<file path="config.mk">
export PLATFORM = sky130hd
export DESIGN_NAME = halt_ctr
export DESIGN_NICKNAME = d
export VERILOG_FILES = /design/src/rtl/halt_ctr_pkg.sv /design/src/rtl/halt_ctr_rstsync.sv /design/src/rtl/halt_ctr_slice.sv /design/src/rtl/halt_ctr.sv
export SDC_FILE = /design/constraint.sdc
export NUM_CORES = 1
export LEC_CHECK = 0
export ABC_AREA = 0
export BUFFER_PORTS_ARGS = -buffer_cell sky130_fd_sc_hd__buf_2
export CORE_AREA = 2 2 39 41
export DETAILED_ROUTE_END_ITERATION = 10
export DIE_AREA = 0 0 41 43
export SETUP_SLACK_MARGIN = 0.4
export SYNTH_ARGS = -nofsm -noshare
export SYNTH_HDL_FRONTEND = slang
export SYNTH_HIERARCHICAL = 1
export SYNTH_SLANG_ARGS = --single-unit
</file>
<file path="constraint.sdc">
create_clock -name clk -period 3.6 [get_ports clk]
set_input_delay 0.36 -clock clk [delete_from_list [all_inputs] [get_ports clk]]
set_output_delay 0.36 -clock clk [all_outputs]
set_load 0.005 [all_outputs]
</file>
<file path="src/rtl/halt_ctr_pkg.sv">
package halt_ctr_pkg;

  localparam int unsigned DEF_SLICE_W = 4;
  localparam int unsigned DEF_SLICES  = 2;
  localparam int unsigned DEF_BASE    = 63;
  localparam int unsigned SYNC_STAGES = 2;

  typedef enum logic [1:0] {
    OP_CLEAR = 2'd0,
    OP_LOAD  = 2'd1,
    OP_STEP  = 2'd2,
    OP_HOLD  = 2'd3
  } slice_op_e;

endpackage

</file>
<file path="src/rtl/halt_ctr_rstsync.sv">
module halt_ctr_rstsync
  import halt_ctr_pkg::*;
#(
  parameter int unsigned STAGES = SYNC_STAGES
) (
  input  logic clk,
  input  logic rst_n,
  output logic clr_n
);

  logic [STAGES-1:0] sync_q;
  logic [STAGES-1:0] sync_d;

  always_comb begin
    sync_d = {sync_q[STAGES-2:0], 1'b1};
  end

  always_ff @(posedge clk or negedge rst_n) begin
    if (!rst_n) begin
      sync_q <= '0;
    end else begin
      sync_q <= sync_d;
    end
  end

  assign clr_n = sync_q[STAGES-1];

endmodule

</file>
<file path="src/rtl/halt_ctr_slice.sv">
module halt_ctr_slice
  import halt_ctr_pkg::*;
#(
  parameter int unsigned W = DEF_SLICE_W
) (
  input  logic         clk,
  input  logic         rst_n,
  input  logic         clr_n,
  input  logic         ld_n,
  input  logic         enp,
  input  logic         ent,
  input  logic [W-1:0] din,
  output logic [W-1:0] q,
  output logic         rco
);

  slice_op_e    op;
  logic [W-1:0] q_d;
  logic [W-1:0] q_r;

  // clear beats load, load beats counting
  always_comb begin
    if (!clr_n) begin
      op = OP_CLEAR;
    end else if (!ld_n) begin
      op = OP_LOAD;
    end else if (enp && ent) begin
      op = OP_STEP;
    end else begin
      op = OP_HOLD;
    end
  end

  always_comb begin
    unique case (op)
      OP_CLEAR: q_d = '0;
      OP_LOAD:  q_d = din;
      OP_STEP:  q_d = q_r + W'(1);
      default:  q_d = q_r;
    endcase
  end

  always_ff @(posedge clk or negedge rst_n) begin
    if (!rst_n) begin
      q_r <= '0;
    end else begin
      q_r <= q_d;
    end
  end

  assign q   = q_r;
  assign rco = ent & (&q_r);

endmodule

</file>
<file path="src/rtl/halt_ctr.sv">
module halt_ctr
  import halt_ctr_pkg::*;
#(
  parameter int unsigned SLICE_W = DEF_SLICE_W,
  parameter int unsigned SLICES  = DEF_SLICES,
  parameter int unsigned BASE    = DEF_BASE
) (
  input  logic                      clk,
  input  logic                      rst_n,
  input  logic                      cnt_en,
  input  logic                      go_n,
  output logic [SLICE_W*SLICES-1:0] count,
  output logic                      at_max
);

  localparam int unsigned CW = SLICE_W * SLICES;
  localparam logic [CW-1:0] BASE_V = CW'(BASE);

  logic          clr_n_sync;
  logic          reload_n;
  logic          step_en;
  logic [SLICES:0] ent_chain;
  logic [SLICES-1:0] rco_vec;
  logic [CW-1:0] q_all;

  halt_ctr_rstsync #(.STAGES(SYNC_STAGES)) u_rsync (
    .clk   (clk),
    .rst_n (rst_n),
    .clr_n (clr_n_sync)
  );

  assign ent_chain[0] = 1'b1;

  genvar gi;
  generate
    for (gi = 0; gi < SLICES; gi++) begin : g_slice
      halt_ctr_slice #(.W(SLICE_W)) u_slice (
        .clk   (clk),
        .rst_n (rst_n),
        .clr_n (clr_n_sync),
        .ld_n  (reload_n),
        .enp   (step_en),
        .ent   (ent_chain[gi]),
        .din   (BASE_V[gi*SLICE_W +: SLICE_W]),
        .q     (q_all[gi*SLICE_W +: SLICE_W]),
        .rco   (rco_vec[gi])
      );
      assign ent_chain[gi+1] = rco_vec[gi];
    end
  endgenerate

  // terminal decode is the end of the carry chain, independent of cnt_en
  assign at_max   = ent_chain[SLICES];
  assign reload_n = ~((~go_n) & at_max);
  assign step_en  = cnt_en & ~at_max;
  assign count    = q_all;

endmodule

</file>
**Word-level counts from Yosys, hierarchy flattened**

Cells that the tools add are included.
W data, S select, Z words.

- Flip-flop bits (word level): 10
- Logic and storage cells: 29
- Output and inout port bits: 9
- Input port bits: 4

- Equal/unequal tests: 4
- Add/sub/neg operators: 2
- Multiplexer cells: 8
- Reduce and logical (&&, ||, !) cells: 7
- Bitwise logic cells: 5

Operators with widths:

| cell | count |
|---|---|
| $pmux W4 S3 | 2 |
| $add A4 B1 Y4 const B | 2 |
| $mux W2 | 4 |
| $reduce_and A4 Y1 | 2 |
| $reduce_bool A3 Y1 | 2 |
| $eq A2 B1 Y1 const B | 2 |
| $eq A2 B2 Y1 const B | 2 |
| $logic_not A2 Y1 | 2 |
| $and A1 B1 Y1 | 3 |
| $mux W1 | 2 |
| $not A1 Y1 | 2 |
| $logic_and A1 B1 Y1 | 1 |

**Depth between registers and ports, before layout**

- Depth after elaboration: 10
- Depth in mapped cells: 7
- Depth with buffers taken out: 7

**Cells and area by module**

Netlist, hierarchy kept.

By module, submodules not included:

| module | cells each | area an instance (µm²) | instances |
|---|---|---|---|
| halt_ctr_slice | 24 | 225.2 | 2 |
| halt_ctr_rstsync | 3 | 53.8 | 1 |
| halt_ctr | 4 | 20.0 | 1 |

**Worst setup path before layout**

Ideal clock, no wire load.

- Path type: reg2reg
- Start: reg g_slice[0].u_slice.q_r[0]
- End: reg g_slice[0].u_slice.q_r[3]
- Buffers on the path: 0
- Clock period less this slack: 2112 ps
- Stages on the path, launching flop included: 8
- Library setup time: 82 ps
- Required time: 3518 ps
- Arrival time: 2031 ps
- Setup slack: 1488 ps
- Path through: dfrtp_1 ha_1 and4_2 and4_2 nor2b_1 nand2_2 or3_1 a31oi_1

- Longest elaborated chain between the ends: 9

RTL lines:

| item | line | text |
|---|---|---|
| start, declared | halt_ctr_slice.sv:19 | `logic [W-1:0] q_r;` |
| start signal, assigned | halt_ctr_slice.sv:47 | `q_r <= q_d;` |
| $reduce_and A4 Y1 * | halt_ctr_slice.sv:52 | `assign rco = ent & (&q_r);` |
| via ent_chain[1] | halt_ctr.sv:22 | `logic [SLICES:0] ent_chain;` |
| $and A1 B1 Y1 * | halt_ctr_slice.sv:52 |  |
| via at_max | halt_ctr.sv:13 | `output logic at_max` |
| $not A1 Y1 * | halt_ctr.sv:55 | `assign step_en = cnt_en & ~at_max;` |
| $and A1 B1 Y1 * | halt_ctr.sv:55 |  |
| via step_en | halt_ctr.sv:21 | `logic step_en;` |
| $mux W1 * | halt_ctr_slice.sv:27 | `end else if (enp && ent) begin` |
| $mux W2 * | halt_ctr_slice.sv:25 | `end else if (!ld_n) begin` |
| $mux W2 * | halt_ctr_slice.sv:23 | `if (!clr_n) begin` |
| $eq A2 B2 Y1, or another cell as far along | halt_ctr_slice.sv:35 | `unique case (op)` |
| $pmux W4 S3 or $reduce_bool A3 Y1 (tied branches) | - |  |

Mark *: on every way through the listed nets, which the timed path passes. The rest lies on a longest branch.
A chain may end at the register's enable or synchronous reset.

**Final worst setup path**

- Start: reg g_slice[0].u_slice.q_r[0]
- End: reg g_slice[1].u_slice.q_r[3]

- Longest elaborated chain between the ends: 10

RTL lines:

| item | line |
|---|---|
| $reduce_and A4 Y1 * | halt_ctr_slice.sv:52 |
| via ent_chain[1] | halt_ctr.sv:22 |
| $and A1 B1 Y1 * | halt_ctr_slice.sv:52 |
| $not A1 Y1 * | halt_ctr.sv:55 |
| $and A1 B1 Y1 * | halt_ctr.sv:55 |
| via step_en | halt_ctr.sv:21 |
| $logic_and A1 B1 Y1 * | halt_ctr_slice.sv:27 |
| $mux W1 * | halt_ctr_slice.sv:27 |
| $mux W2 * | halt_ctr_slice.sv:25 |
| $mux W2 * | halt_ctr_slice.sv:23 |
| $eq A2 B2 Y1, or another cell as far along | halt_ctr_slice.sv:35 |
| $pmux W4 S3 or $reduce_bool A3 Y1 (tied branches) | - |
| end signal, assigned | halt_ctr_slice.sv:47 |
| end, declared | halt_ctr_slice.sv:19 |

Marked as above.

==> results <==
- The floorplan die area is about 0.0018 sq mm.
- The worst register-to-register path begins at g_slice[0].u_slice/q[0].
- Setup repair after global routing left no endpoint under its margin.
- The area share of and/or/nand/nor cells after synthesis is about a fifth.
- The post-route clock skew is about 0.0055 ns.
- The die span in x is 41 um.
- After synthesis, the most frequently instantiated cells are sky130_fd_sc_hd__dfrtp_1, sky130_fd_sc_hd__nand3_1, sky130_fd_sc_hd__o21ai_0.
- At the pin with the least slew margin, the transition time is 0.554 ns.
- The setup TNS is 0 ns.
- The largest fanout on the critical path is 6.
- The CTS tree is built.
- Hold timing on the final database bottoms out at a slack of around 0.35 ns.
- The worst setup path is captured at a flop.
- For this design, the sink count on the clock tree is 10.
- The final cell area excluding filler cells is 688 sq um.
- sky130_fd_sc_hd__dfrtp_1 is the most common cell in the netlist.
- The repair_antennas step left the layout with diodes totalling 0.
- Among the stages of the critical path, the cell type that occurs most often is sky130_fd_sc_hd__and4_2.
- The path type of the worst min-delay path is flop to flop.
- After detailed placement, the total cell area comes to 642 sq um.
- The XOR/XNOR share of the synthesized area is 6.68%.
- The per-instance average area after synthesis is about 9.5 sq um.
- At the end of the flow, the number of nets in the layout was 89.
- The max capacitance violation total is 0.
- The sum of internal, switching and leakage power is 0.234 mW.
- In this run the number of H-tree levels came out at 1.
- The count of buffers inserted at the top-level ports is 12.
- The number of gates resized after CTS is 0.
- The number of antenna violations at the first check in global routing is 0.
- Compared with the post-synthesis result, the final layout area differs by 31.3%.
- In this run the most critical hold path is launched from u_rsync/sync_q[0].
- The biggest area consumer among synthesized cells is sky130_fd_sc_hd__dfrtp_1.
- The power per cell area is 340 mW/mm^2.
- The netlist area before placement is 524 sq um.
- After detailed routing, the average wire length per cell comes to 11.5 um.
- The part of the Yosys area used for sequential elements is 47.7%.
- The first TritonRoute pass finished after 4 iterations.
- Of the post-synthesis cell area, the part taken by muxes is 0%.
- The signal arrival time at the worst endpoint is 2.47 ns.
- The worst setup path is launched from a flop.
- The worst IR drop on VDD is 0.000268 V.
- The worst stage delay on the critical path is about 0.42 ns.
- The via count normalized by instance count is approximately 4.8.
- Counting flops with a built-in enable in the synthesized netlist gives 0.
- By startpoint and endpoint, the worst setup path is classified as flop to flop.
- In the final layout, the share of cells above drive strength 1 is about 24%.
- The adder-cell area share of the yosys netlist is 4.77%.
- The cell leakage power is 0.350 nW.
- The dominant delay contributor by cell family on the critical path is simple AND/OR/NAND/NOR gates.
- At the end of routability-driven placement, the weighted congestion stood at 0.714.
- The worst-path cell with the longest stage delay is sky130_fd_sc_hd__dfrtp_1.
- The dominant combinational cell family by area after synthesis is simple AND/OR/NAND/NOR gates.
- The cell at the root of the clock tree is sky130_fd_sc_hd__clkbuf_4.
- The signal on the critical path passes through ha_1, and4_2, and4_2, nor2b_1, nand2_2, or3_1, a31oi_1.
- The residual antenna-violating net count after detailed routing is 0.
- The total count of max-transition violations in the final report is 0.
- The final number of hold-violating endpoints is 0.
- The main flop type after synthesis is sky130_fd_sc_hd__dfrtp_1.
- The core footprint is roughly 0.0014 sq mm.
- The via count is 468.
- The count of different cell masters after synthesis is 18.
- The clock transition at the registers of the reported paths is 0.07 ns.
- The detailed router finished its first iteration with 7 violations.
- The launching element of the worst setup path is g_slice[0].u_slice/q[0].
- After layout, the worst path uses 63.3% of the clock period.
- The total of warnings raised by yosys is 6.
- The count of buffers added by post-CTS timing repair for setup is 0.
- For this run the aggregate overflow at the end of global routing stands at 0.
- In the global route stage, overall resource usage came out at 16.9%.
- The share of flip-flops with an asynchronous set or reset is 100%.
- The clock network latency to the later pin of the worst-skew pair is 0.27 ns.
- The compound-gate portion of the synthesized area is approximately 16%.
- Counting flops and latches in the post-synthesis netlist gives 10.
- The multi-input combinational cells in the finished layout cover a total of 304 sq um.
- The flow ran to the end, and the final reports show no timing, DRC or antenna violations.
- The synthesized design devotes to its leading area cell type about 48% of total area.
- The clock passes through at most 2 buffers.
- The number of buffers and inverters on the critical path is 0.
- In this run the core area contains 14 standard-cell rows.
- The routed design has between 1000 and 1500 um of wire.
- The count of filler cells inserted in the layout is 152.
- The worst slew margin relative to its limit is 63.1%.
- By area the synthesized netlist is led by sky130_fd_sc_hd__dfrtp_1, sky130_fd_sc_hd__xor2_1, sky130_fd_sc_hd__nand3_1.
- The via count of the first global-routing pass was 460.
- After layout, the minimum clock period comes to 2.28 ns.
- Setup violations remaining at the end of the flow were counted as 0.
- Buffers inserted during clock tree synthesis total 3.
- The initial standard-cell utilization of the core is around 38%.
- The first global-routing pass estimated about 1900 um of wire.
- The synthesized netlist cell count is 55.
- STA puts the critical path data required time at 3.79 ns.
- Detailed placement finished with a half-perimeter wire length of 768 um.
- Entering global routing, the biggest net connects 17 pins.
- The die height is 43 um.
- After detailed routing, the number of remaining DRC violations is 0.
- For this design the top-level I/O count stands at 13.
- For this run, the top clock speed supported by timing is 439 MHz.
- The storage element area is 250 sq um.
[cell families after synthesis]
group	after synthesis
other cells	3
flops	10
simple gates	20
buf+inv	2
compound gates	14
xor+xnor	4
fa+ha+maj	2
[power by group]
part | total [mW] | switching (mW) | internal, mW
logic | 0.0150 | 0.00899 | 0.00605
registers | 0.118 | 0.00273 | 0.115
clock network | 0.101 | 0.0399 | 0.0614
[placed cells by master, fill, tap and decap left out, drive strengths merged]
cell / netlist / final
clkbuf: 0 / 4
dfrtp: 10 / 10
inv: 2 / 2
dlygate4sd3: 0 / 1
nand3: 6 / 6
buf: 0 / 12
xor2: 4 / 4
conb: 3 / 13
and4: 2 / 2
or3: 2 / 2
nor2b: 1 / 1
nand2: 4 / 4
nor2: 4 / 4
o21ai: 6 / 6
ha: 2 / 2
a311oi: 2 / 2
nand2b: 1 / 1
a211oi: 2 / 2
a21oi: 2 / 2
a31oi: 2 / 2
[routing by layer]
layer  wire length, um  GRT usage, %
met5                 0             0
met4                 0          6.00
met3                68          9.42
met2               547          25.3
met1               513          19.4
[sequential cells by signal, summed over array words and instances (netlist names)]
register / cells
u_rsync/sync_q: 2
g_slice.u_slice/q: 8
[repair_timing]
action,4_1_cts,5_1_grt
hold endpoints to repair,10,0
endpoints found under the setup margin,0,0
hold buffers,1,0
[final timing paths]
kind	to	slack [ns]	cells after the start
min	u_rsync/sync_q[1]	0.35	0
max	g_slice[1].u_slice/q[3]	1.32	7
min reg2reg	u_rsync/sync_q[1]	0.35	0
max reg2reg	g_slice[1].u_slice/q[3]	1.32	7
max in group asynchronous	u_rsync/sync_q[0]	2.93	2
min in group asynchronous	g_slice[0].u_slice/q[3]	0.47	2
[cell type report]
cell class	instances	share of cell area [%]
clock buffers	4	5.27
repair buffers	13	10.2
well taps	16	2.91
flip-flops and latches	10	36.4
inverters	2	1.09
multi-input cells	53	44.2
[stage by stage]
stage	std cells	worst slack, ns	util, %
after floorplan	65	1.49	-
after global placement	93	1.41	46.4
after detailed placement	93	1.34	46.4
after CTS	98	1.31	49.7
after global routing	98	1.15	49.7
final	98	1.32	49.7
Power figures use the tool's default switching activity.
